===== src/rtl/gpt_pkg.sv =====
package gpt_pkg;

  typedef enum logic {
    DIR_UP   = 1'b0,
    DIR_DOWN = 1'b1
  } dir_e;

  // Effective direction from software bit, pin enable and synchronised pin
  function automatic dir_e eff_dir(input logic sw, input logic ext_en, input logic pin_s);
    logic down;
    down = ext_en ? (pin_s ^ sw) : sw;
    return down ? DIR_DOWN : DIR_UP;
  endfunction

endpackage


===== src/rtl/gpt_sync.sv =====
module gpt_sync #(
  parameter int WIDTH  = 1,
  parameter int STAGES = 2
) (
  input  logic             clk,
  input  logic             rst,
  input  logic [WIDTH-1:0] d_async,
  output logic [WIDTH-1:0] q_sync
);

  logic [WIDTH-1:0] stage_q [STAGES];

  generate
    for (genvar s = 0; s < STAGES; s++) begin : g_stage
      always_ff @(posedge clk) begin
        if (rst) begin
          stage_q[s] <= '0;
        end else if (s == 0) begin
          stage_q[s] <= d_async;
        end else begin
          stage_q[s] <= stage_q[(s == 0) ? 0 : s-1];
        end
      end
    end
  endgenerate

  assign q_sync = stage_q[STAGES-1];

endmodule


===== src/rtl/gpt_dir_ctrl.sv =====
module gpt_dir_ctrl
  import gpt_pkg::*;
#(
  parameter int STAGES = 2
) (
  input  logic clk,
  input  logic rst,
  input  logic sw,
  input  logic ext_en,
  input  logic pin,
  output logic down,
  output logic down_stat
);

  logic pin_s;
  dir_e dir_now;

  gpt_sync #(.WIDTH(1), .STAGES(STAGES)) i_pin_sync (
    .clk    (clk),
    .rst    (rst),
    .d_async(pin),
    .q_sync (pin_s)
  );

  always_comb begin
    dir_now = eff_dir(sw, ext_en, pin_s);
    down    = (dir_now == DIR_DOWN);
  end

  always_ff @(posedge clk) begin
    if (rst) down_stat <= 1'b0;
    else     down_stat <= down;
  end

  // software-only direction shows in status one edge later
  p_dir_sw_r5: assert property (@(posedge clk) disable iff (rst)
    !ext_en |=> down_stat == $past(sw));

endmodule


===== src/rtl/gpt_counter.sv =====
module gpt_counter #(
  parameter int CNT_W = 16
) (
  input  logic             clk,
  input  logic             rst,
  input  logic             ld_en,
  input  logic [CNT_W-1:0] ld_val,
  input  logic             run,
  input  logic             tick,
  input  logic             down,
  output logic [CNT_W-1:0] cnt_q
);

  localparam logic [CNT_W-1:0] ONE = CNT_W'(1);

  logic step;
  assign step = run & tick;

  always_ff @(posedge clk) begin
    if (rst) begin
      cnt_q <= '0;
    end else if (ld_en) begin
      cnt_q <= ld_val;
    end else if (step) begin
      cnt_q <= down ? (cnt_q - ONE) : (cnt_q + ONE);
    end
  end

  p_load_wins_r9: assert property (@(posedge clk) disable iff (rst)
    ld_en |=> cnt_q == $past(ld_val));

  p_step_up_r8: assert property (@(posedge clk) disable iff (rst)
    (!ld_en && run && tick && !down) |=> cnt_q == CNT_W'($past(cnt_q) + ONE));

  p_step_down_r8: assert property (@(posedge clk) disable iff (rst)
    (!ld_en && run && tick && down) |=> cnt_q == CNT_W'($past(cnt_q) - ONE));

  p_hold_idle_r10: assert property (@(posedge clk) disable iff (rst)
    (!ld_en && !tick) |=> $stable(cnt_q));

endmodule


===== src/rtl/gpt_timer_block.sv =====
module gpt_timer_block #(
  parameter int CNT_W  = 16,
  parameter int N_AUX  = 2,
  parameter int STAGES = 2
) (
  input  logic                         clk,
  input  logic                         rst,
  input  logic                         core_run,
  input  logic                         gate_en,
  input  logic                         gate_act_hi,
  input  logic                         gate_pin,
  input  logic [N_AUX-1:0]             aux_run,
  input  logic [N_AUX-1:0]             aux_remote,
  input  logic [N_AUX:0]               tick,
  input  logic [N_AUX:0]               dir_sw,
  input  logic [N_AUX:0]               dir_ext_en,
  input  logic [N_AUX:0]               dir_pin,
  input  logic [N_AUX:0]               load_en,
  input  logic [(N_AUX+1)*CNT_W-1:0]   load_val,
  output logic [(N_AUX+1)*CNT_W-1:0]   count,
  output logic [N_AUX:0]               dir_stat
);

  localparam int N_TMR = N_AUX + 1;

  logic             gate_s;
  logic             gate_ok;
  logic [N_TMR-1:0] run_vec;
  logic [N_TMR-1:0] down_vec;

  gpt_sync #(.WIDTH(1), .STAGES(STAGES)) i_gate_sync (
    .clk    (clk),
    .rst    (rst),
    .d_async(gate_pin),
    .q_sync (gate_s)
  );

  assign gate_ok    = ~gate_en | (gate_s == gate_act_hi);
  assign run_vec[0] = core_run & gate_ok;

  generate
    for (genvar a = 0; a < N_AUX; a++) begin : g_aux_run
      assign run_vec[a+1] = aux_remote[a] ? core_run : aux_run[a];

      // a remote-controlled auxiliary stays still while core_run is low
      p_remote_stop_r4: assert property (@(posedge clk) disable iff (rst)
        (aux_remote[a] && !core_run && !load_en[a+1])
          |=> $stable(count[(a+1)*CNT_W +: CNT_W]));
    end

    for (genvar t = 0; t < N_TMR; t++) begin : g_tmr
      gpt_dir_ctrl #(.STAGES(STAGES)) i_dir (
        .clk      (clk),
        .rst      (rst),
        .sw       (dir_sw[t]),
        .ext_en   (dir_ext_en[t]),
        .pin      (dir_pin[t]),
        .down     (down_vec[t]),
        .down_stat(dir_stat[t])
      );

      gpt_counter #(.CNT_W(CNT_W)) i_cnt (
        .clk   (clk),
        .rst   (rst),
        .ld_en (load_en[t]),
        .ld_val(load_val[t*CNT_W +: CNT_W]),
        .run   (run_vec[t]),
        .tick  (tick[t]),
        .down  (down_vec[t]),
        .cnt_q (count[t*CNT_W +: CNT_W])
      );
    end
  endgenerate

  // an inactive synchronised gate freezes the core counter
  p_gate_block_r3: assert property (@(posedge clk) disable iff (rst)
    (gate_en && (gate_s != gate_act_hi) && !load_en[0])
      |=> $stable(count[CNT_W-1:0]));

  // core run low freezes the core counter
  p_core_stop_r2: assert property (@(posedge clk) disable iff (rst)
    (!core_run && !load_en[0]) |=> $stable(count[CNT_W-1:0]));

endmodule


===== config.mk =====
export PLATFORM = sky130hd
export DESIGN_NAME = gpt_timer_block
export DESIGN_NICKNAME = d
export VERILOG_FILES = /design/src/rtl/gpt_pkg.sv /design/src/rtl/gpt_sync.sv /design/src/rtl/gpt_dir_ctrl.sv /design/src/rtl/gpt_counter.sv /design/src/rtl/gpt_timer_block.sv
export SDC_FILE = /design/constraint.sdc
export NUM_CORES = 1
export LEC_CHECK = 0
export BUFFER_PORTS_ARGS = -buffer_cell sky130_fd_sc_hd__buf_2
export CAP_MARGIN = 20
export CORE_MARGIN = 2
export CORE_UTILIZATION = 45
export DETAILED_ROUTE_END_ITERATION = 16
export PLACE_DENSITY = 0.73
export SLEW_MARGIN = 10
export SYNTH_ARGS = -nofsm -noshare
export SYNTH_HDL_FRONTEND = slang
export SYNTH_SLANG_ARGS = --single-unit

===== constraint.sdc =====
create_clock -name clk -period 3.1 [get_ports clk]
set_input_delay 0.31 -clock clk [delete_from_list [all_inputs] [get_ports clk]]
set_output_delay 0.31 -clock clk [all_outputs]
set_load 0.01 [all_outputs]

After elaboration in Yosys (flattened, before gate mapping)
Memory sizes are Yosys's and may differ from the RTL's.
Cells that the tools add are included.
{"block": "totals", "register_bits": 51, "latch_bits": 0, "ram_bits": 8, "romBits": 0, "in_bits": 73, "output_inout_bits": 51, "word_cells": 65, "n_memories": 4}
{"block": "op_classes", "addsub": 6, "n_mul": 0, "n_div": 0, "n_lt_le_gt_ge": 0, "eq_ne": 1, "n_shift": 0, "n_mux": 28, "n_bitwise": 17, "n_reduce_logical": 3}
{"memory": "g_tmr[0].i_dir.i_pin_sync.stage_q", "depth": 2, "word_bits": 1, "rd": 2, "rd_ports_with_merged_regs": 0, "wr": 2, "line": "gpt_sync.sv:11", "text": "logic [WIDTH-1:0] stage_q [STAGES];"}
{"memory": "g_tmr[1].i_dir.i_pin_sync.stage_q", "depth": 2, "word_bits": 1, "rd": 2, "rd_ports_with_merged_regs": 0, "wr": 2, "line": "gpt_sync.sv:11"}
{"memory": "g_tmr[2].i_dir.i_pin_sync.stage_q", "depth": 2, "word_bits": 1, "rd": 2, "rd_ports_with_merged_regs": 0, "wr": 2, "line": "gpt_sync.sv:11"}
{"memory": "i_gate_sync.stage_q", "depth": 2, "word_bits": 1, "rd": 2, "rd_ports_with_merged_regs": 0, "wr": 2, "line": "gpt_sync.sv:11"}
{"cell": "$mux W16", "n": 9}
{"cell": "$add A16 B1 Y16 const B", "n": 3}
{"cell": "$sub A16 B1 Y16 const B", "n": 3}
{"cell": "$mux W1", "n": 19}
{"cell": "$or A1 B1 Y1", "n": 9}
{"cell": "$reduce_bool A2 Y1", "n": 3}
{"cell": "$and A1 B1 Y1", "n": 4}
{"cell": "$xor A1 B1 Y1", "n": 3}
{"cell": "$eq A1 B1 Y1", "n": 1}
{"cell": "$not A1 Y1", "n": 1}

Depth between registers and ports, before layout
{"block": "logic_depth", "word_depth": 6, "ltp_mapped": 11, "depth_no_buf": 11}

Cells and area by module
From an unflattened synthesis, not the netlist that was laid out.
{"block": "unflattened", "cells_unflattened": 631, "area_unflattened_um2": 4927.2}
{"mod": "gpt_counter (g_tmr[0].i_cnt ...)", "instances": 2, "cells_each": 201, "area_per_inst_um2": 1490.2, "seq_area_each_um2": 320.3}
{"mod": "gpt_counter (g_tmr[2].i_cnt)", "instances": 1, "cells_each": 191, "area_per_inst_um2": 1521.5, "seq_area_each_um2": 320.3}
{"mod": "gpt_sync", "instances": 4, "cells_each": 4, "area_per_inst_um2": 52.6, "seq_area_each_um2": 40.0}
{"mod": "gpt_dir_ctrl", "instances": 3, "cells_each": 6, "area_per_inst_um2": 57.6, "seq_area_each_um2": 20.0}
{"mod": "gpt_timer_block", "instances": 1, "cells_each": 4, "area_per_inst_um2": 42.5, "seq_area_each_um2": 0.0}

Worst setup path before layout
Ideal clock, no wire load.
{"block": "synth_timing", "path_type": "input -> register", "start": "input dir_ext_en[1]", "end": "register g_tmr[1].i_cnt.cnt_q[14]", "setup_ns": 0.103, "t_arrival_ns": 3.265, "required_time_ns": 2.997, "slack_ns": -0.268, "path_stages": 11, "n_path_buf": 0, "cell_sequence": "nand2_1 -> xnor2_1 -> inv_1 -> fa_1 -> nor2b_1 -> nor3_1 -> o21ai_1 -> a31oi_1 -> o21ai_0 -> mux2_2 -> a2111oi_2"}
{"block": "synth_between", "elab_chain_len": 5}
{"element": "from (decl)", "line": "gpt_timer_block.sv:16", "text": "input logic [N_AUX:0] dir_ext_en,"}
{"element": "$mux W1", "line": "gpt_pkg.sv:11", "text": "down = ext_en ? (pin_s ^ sw) : sw;"}
{"element": "$mux W1", "line": "gpt_pkg.sv:12", "text": "return down ? DIR_DOWN : DIR_UP;"}
{"element": "via g_tmr[1].i_cnt.down", "line": "gpt_counter.sv:10", "text": "input logic down,"}
{"element": "$mux W16", "line": "gpt_counter.sv:25", "text": "cnt_q <= down ? (cnt_q - ONE) : (cnt_q + ONE);"}
{"element": "$mux W16", "line": "gpt_counter.sv:24", "text": "end else if (step) begin"}
{"element": "$mux W16", "line": "gpt_counter.sv:22", "text": "end else if (ld_en) begin"}
{"element": "to (signal assigned)", "line": "gpt_counter.sv:23", "text": "cnt_q <= ld_val;"}
{"element": "to (signal assigned)", "line": "gpt_counter.sv:25"}
{"element": "to (decl)", "line": "gpt_counter.sv:11", "text": "output logic [CNT_W-1:0] cnt_q"}
The timed path passes the listed nets, and every way through them passes these cells. The select of a mux whose other input is x is not followed.
A chain may end at the register's enable or synchronous reset.

==> results_dict.tcl <==
set metrics [dict create \
    cp_max_fo 9 \
    fp.dieW_um 105 \
    p_comb_share_pct 35.3 \
    clockBufferDepth 2 \
    grt_setup_unrepaired "false" \
    p_int_w 0.00166 \
    area_growth_syn_to_layout_pct 20.4 \
    min_path_type "in2reg" \
    crit_chain "nand2_1 > xor2_1 > inv_1 > ha_1 > a21o_1 > a21oi_1 > and2b_2 > a311oi_4 > nor2_2 > mux2_4 > a211oi_2" \
    die_area_mm2 0.0111 \
    drv_slew 0 \
    synth_flop_cell "dfxtp_1" \
    met3_usage_pct 5.05 \
    p_sw_share_pct 34.5 \
    placed_cell_area_mm2 0.00532 \
    reg2reg_slack_ns 0.23 \
    slew_headroom_pct 48.5 \
    worstMarginPinSlew_ns 0.773 \
    ioPinCount 124 \
    period_needed_ns 2.87 \
    cts_hold_buf 0 \
    cellPowerDensity_mw_per_mm2 458 \
    synth_edf_count 0 \
    drtIter0Drc 196 \
    coreArea_mm2 0.00986 \
    clk-insertion-delay-late_ns 0.34 \
    grt_pass1_vias 4422 \
    row_count 36 \
    tns_ns 0 \
    wire_per_inst_um 14.9 \
    fin_crit_sh_pct 92.5 \
    drtAntennaViolNets 0 \
    synth_area_mm2 0.00460 \
    antenna_found_initial 0 \
    path_clk_slew_ns 0.07 \
    cts_sinks 59 \
    cap_violations 0 \
    dp_hpwl_mm 9.22 \
    layout-drive-gt1-share_pct 23.7 \
    required_ns 3.36 \
    critical_path_buf_inv_count 1 \
    critPathTopFamily "compound AO/OA/AOI/OAI gates" \
    cp.arrival_ns 3.13 \
    drc 0 \
    synthesis.nets 696 \
    static-leakage-power_nw 2.69 \
    numCtsBuffers 9 \
    slowest_delay_ns 0.42 \
    peakVddDrop_uv 256 \
    crit_type "reg2reg" \
    hold_viol_final 0 \
    htree_levels 3 \
    grt_use_met1_pct 27.1 \
    synth_seq_cells 59 \
    syn_inst 572 \
    grtUsageTotal_pct 22.0 \
    layout.nets 808 \
    gp_congestion 0.909 \
    cts_tree "done" \
    ys_warn_count 0 \
    first_pass_iters 5 \
    vias_per_cell 5.63 \
    vias 4626 \
    stdcell_area_mm2 0.00554 \
    wirelength_mm 12.3 \
    async_reset_ff_share_pct 0 \
    grt_pass1_wl_mm 20.1 \
    top_usage_layer "met2" \
    switchingPower_w 0.000876 \
    status "finished, final reports clean" \
    diodes 0 \
    critPathSlowestCell "ha_1" \
    crit_path_end_kind "flop" \
    power_frac_clock_pct 30.4 \
    clockRootBuffer "clkbuf_8" \
    die_h_um 105 \
    ys_types 57 \
    setup_viol 0 \
    use_met2_pct 38.2 \
    grt_start_max_net_pins 40 \
    post_cts_buffers 0 \
    pwr-share-seq_pct 34.3 \
    numPortBuffers 123 \
    yosysSeqAreaShare_pct 25.7 \
    fin_skew_ns 0.00965 \
    initial_utilization_pct 46.7 \
    grt-ovfl-total 0 \
    start_kind "flop" \
    syn_avg_cell_area_um2 8.05 \
    fmax_ghz 0.349 \
]
==> per-layer routing <==
| layer | up-vias | wire length [µm] |
|---|---|---|
| met2 | 167 | 5830 |
| met5 | - | 0 |
| met1 | 2130 | 5490 |
| li1 | 2310 | - |
| met4 | 0 | 197 |
| met3 | 19 | 736 |
==> kinds of logic (layout without fill, tap and decap cells) <==
kind of cell / count (synthesis) / in the layout / share of synthesized area [%]
AO/OA/AOI/OAI: 184 / 184 / 27.7
XOR/XNOR: 37 / 37 / 7.04
adder cells (fa/ha/maj): 51 / 51 / 14.4
buffers and inverters: 54 / 171 / 4.65
flip-flops: 59 / 59 / 25.7
multiplexers: 9 / 9 / 2.17
AND/OR/NAND/NOR: 178 / 178 / 18.4
==> per-stage QoR <==
| step | worst slack, ns | hold WS [ns] | cells | util, % | total power, W |
|---|---|---|---|---|---|
| final | 0.231 | 0.200 | 822 | 56.2 | 0.00254 |
| after CTS | 0.239 | 0.181 | 822 | 56.1 | 0.00255 |
| after global placement | 0.175 | 0.423 | 806 | 53.9 | 0.00174 |
| after detailed placement | 0.130 | 0.440 | 806 | 53.9 | 0.00177 |
| after floorplan | 0.105 | 0.414 | 572 | - | 0.00153 |
| after global routing | 0.0394 | 0.188 | 822 | 56.2 | 0.00270 |
==> Yosys cell counts, types with 2 or more instances <==
library cell  instances  area share (%)
mux2_2                4            0.98
fa_1                  3             1.3
o21bai_1              4            0.65
nor2b_1              15             2.0
ha_1                 48              13
and4_1                2            0.38
nand2b_1              7            0.95
clkbuf_1             21             1.7
o21ai_1               4            0.43
xnor2_1              20             3.8
and3_1               10             1.4
a221oi_1             16             3.0
a211oi_2              3            0.82
o221ai_1              2            0.38
dfxtp_1              59              26
o32ai_1               2            0.38
o22ai_1               3            0.41
a211o_1               2            0.38
o211ai_1              7             1.1
a21o_1               20             3.3
a21oi_1              56             6.1
o21ai_0              17             1.8
inv_1                26             2.1
and2_1                4            0.54
a311oi_1              3            0.57
mux2i_1               4            0.87
nor3b_1               3            0.49
buf_4                 3            0.49
nor2_1               59             4.8
nor4b_1               2            0.38
a211oi_1             14             2.3
or3_1                 3            0.41
a31oi_1              15             2.0
nor3_1               11             1.2
nand3_1               7            0.76
nand4b_1              2            0.38
o31ai_1               3            0.49
xor2_1               17             3.2
o21a_1                3            0.49
buf_1                 4            0.33
nand2_1              48             3.9
==> worst min-delay path: stages <==
cell	delay (ns)
buf_2	0.07
a21oi_1	0.05
nor2_1	0.07
==> placed cells by master (no fill, tap or decap), types with 3 or more instances in the layout <==
cell and count:
nor2b_1 15, buf_4 5, fa_1 3, nor2_1 59, mux2_2 4, a311oi_1 3
a21oi_1 56, and3_1 10, nor3_1 11, inv_1 26, o21a_1 3, o21ai_0 17
xor2_1 17, a221oi_1 16, ha_1 48, a211oi_1 14, a21o_1 20, a211oi_2 3
or3_1 3, nor3b_1 3, clkbuf_8 9, mux2i_1 4, dfxtp_1 59, xnor2_1 19
buf_2 123, nand2_1 48, a31oi_1 14, o21bai_1 4, nand3_1 7, nand2b_1 7
o211ai_1 7, o31ai_1 3, o21ai_1 4, and2_1 4, o22ai_1 3
==> registers in the layout, summed over array words and instances (netlist names) <==
signal                          flops
i_gate_sync.stage_q                 2
g_tmr.i_dir.down_stat               3
g_tmr.i_dir.i_pin_sync.stage_q      6
g_tmr.i_cnt.cnt_q                  48
==> final cells by class <==
class,count,area [µm²]
Inverter,26,97.6
Timing Repair Buffer,129,664
Clock inverter,5,77.6
Multi-Input combinational cell,459,3220
Sequential cell,59,1180
Clock buffer,11,131
Fill cell,930,4320
Tap cell,133,166
==> path summary, 6_finish.rpt <==
path	cells past startpoint	startpoint	endpoint
worst max-delay path	11	g_tmr[0].i_dir.i_pin_sync.stage_q[1]$_SDFF_PP0_	g_tmr[0].i_cnt.cnt_q[12]$_SDFFE_PP0P_
worst min-delay path	3	load_val[32]	g_tmr[2].i_cnt.cnt_q[0]$_SDFFE_PP0P_
worst max register to register	11	g_tmr[0].i_dir.i_pin_sync.stage_q[1]$_SDFF_PP0_	g_tmr[0].i_cnt.cnt_q[12]$_SDFFE_PP0P_
worst min register to register	1	g_tmr[0].i_dir.i_pin_sync.stage_q[0]$_SDFF_PP0_	g_tmr[0].i_dir.i_pin_sync.stage_q[1]$_SDFF_PP0_
==> power groups by stage <==
stage	clock, W	combinational (W)	sequential [W]
CTS	0.000796	0.000888	0.000871
global placement	0	0.000855	0.000885
finish	0.000772	0.000895	0.000871
detailed placement	0	0.000879	0.000888
floorplan	0	0.000626	0.000900
global route	0.000830	0.000988	0.000879
==> repair_timing <==
item                       in CTS  in global routing
hold endpoints to repair        0                  0
gates resized for setup         0                  2
setup endpoints to repair       0                  2
No activity file was read; power rests on OpenSTA's default activity.
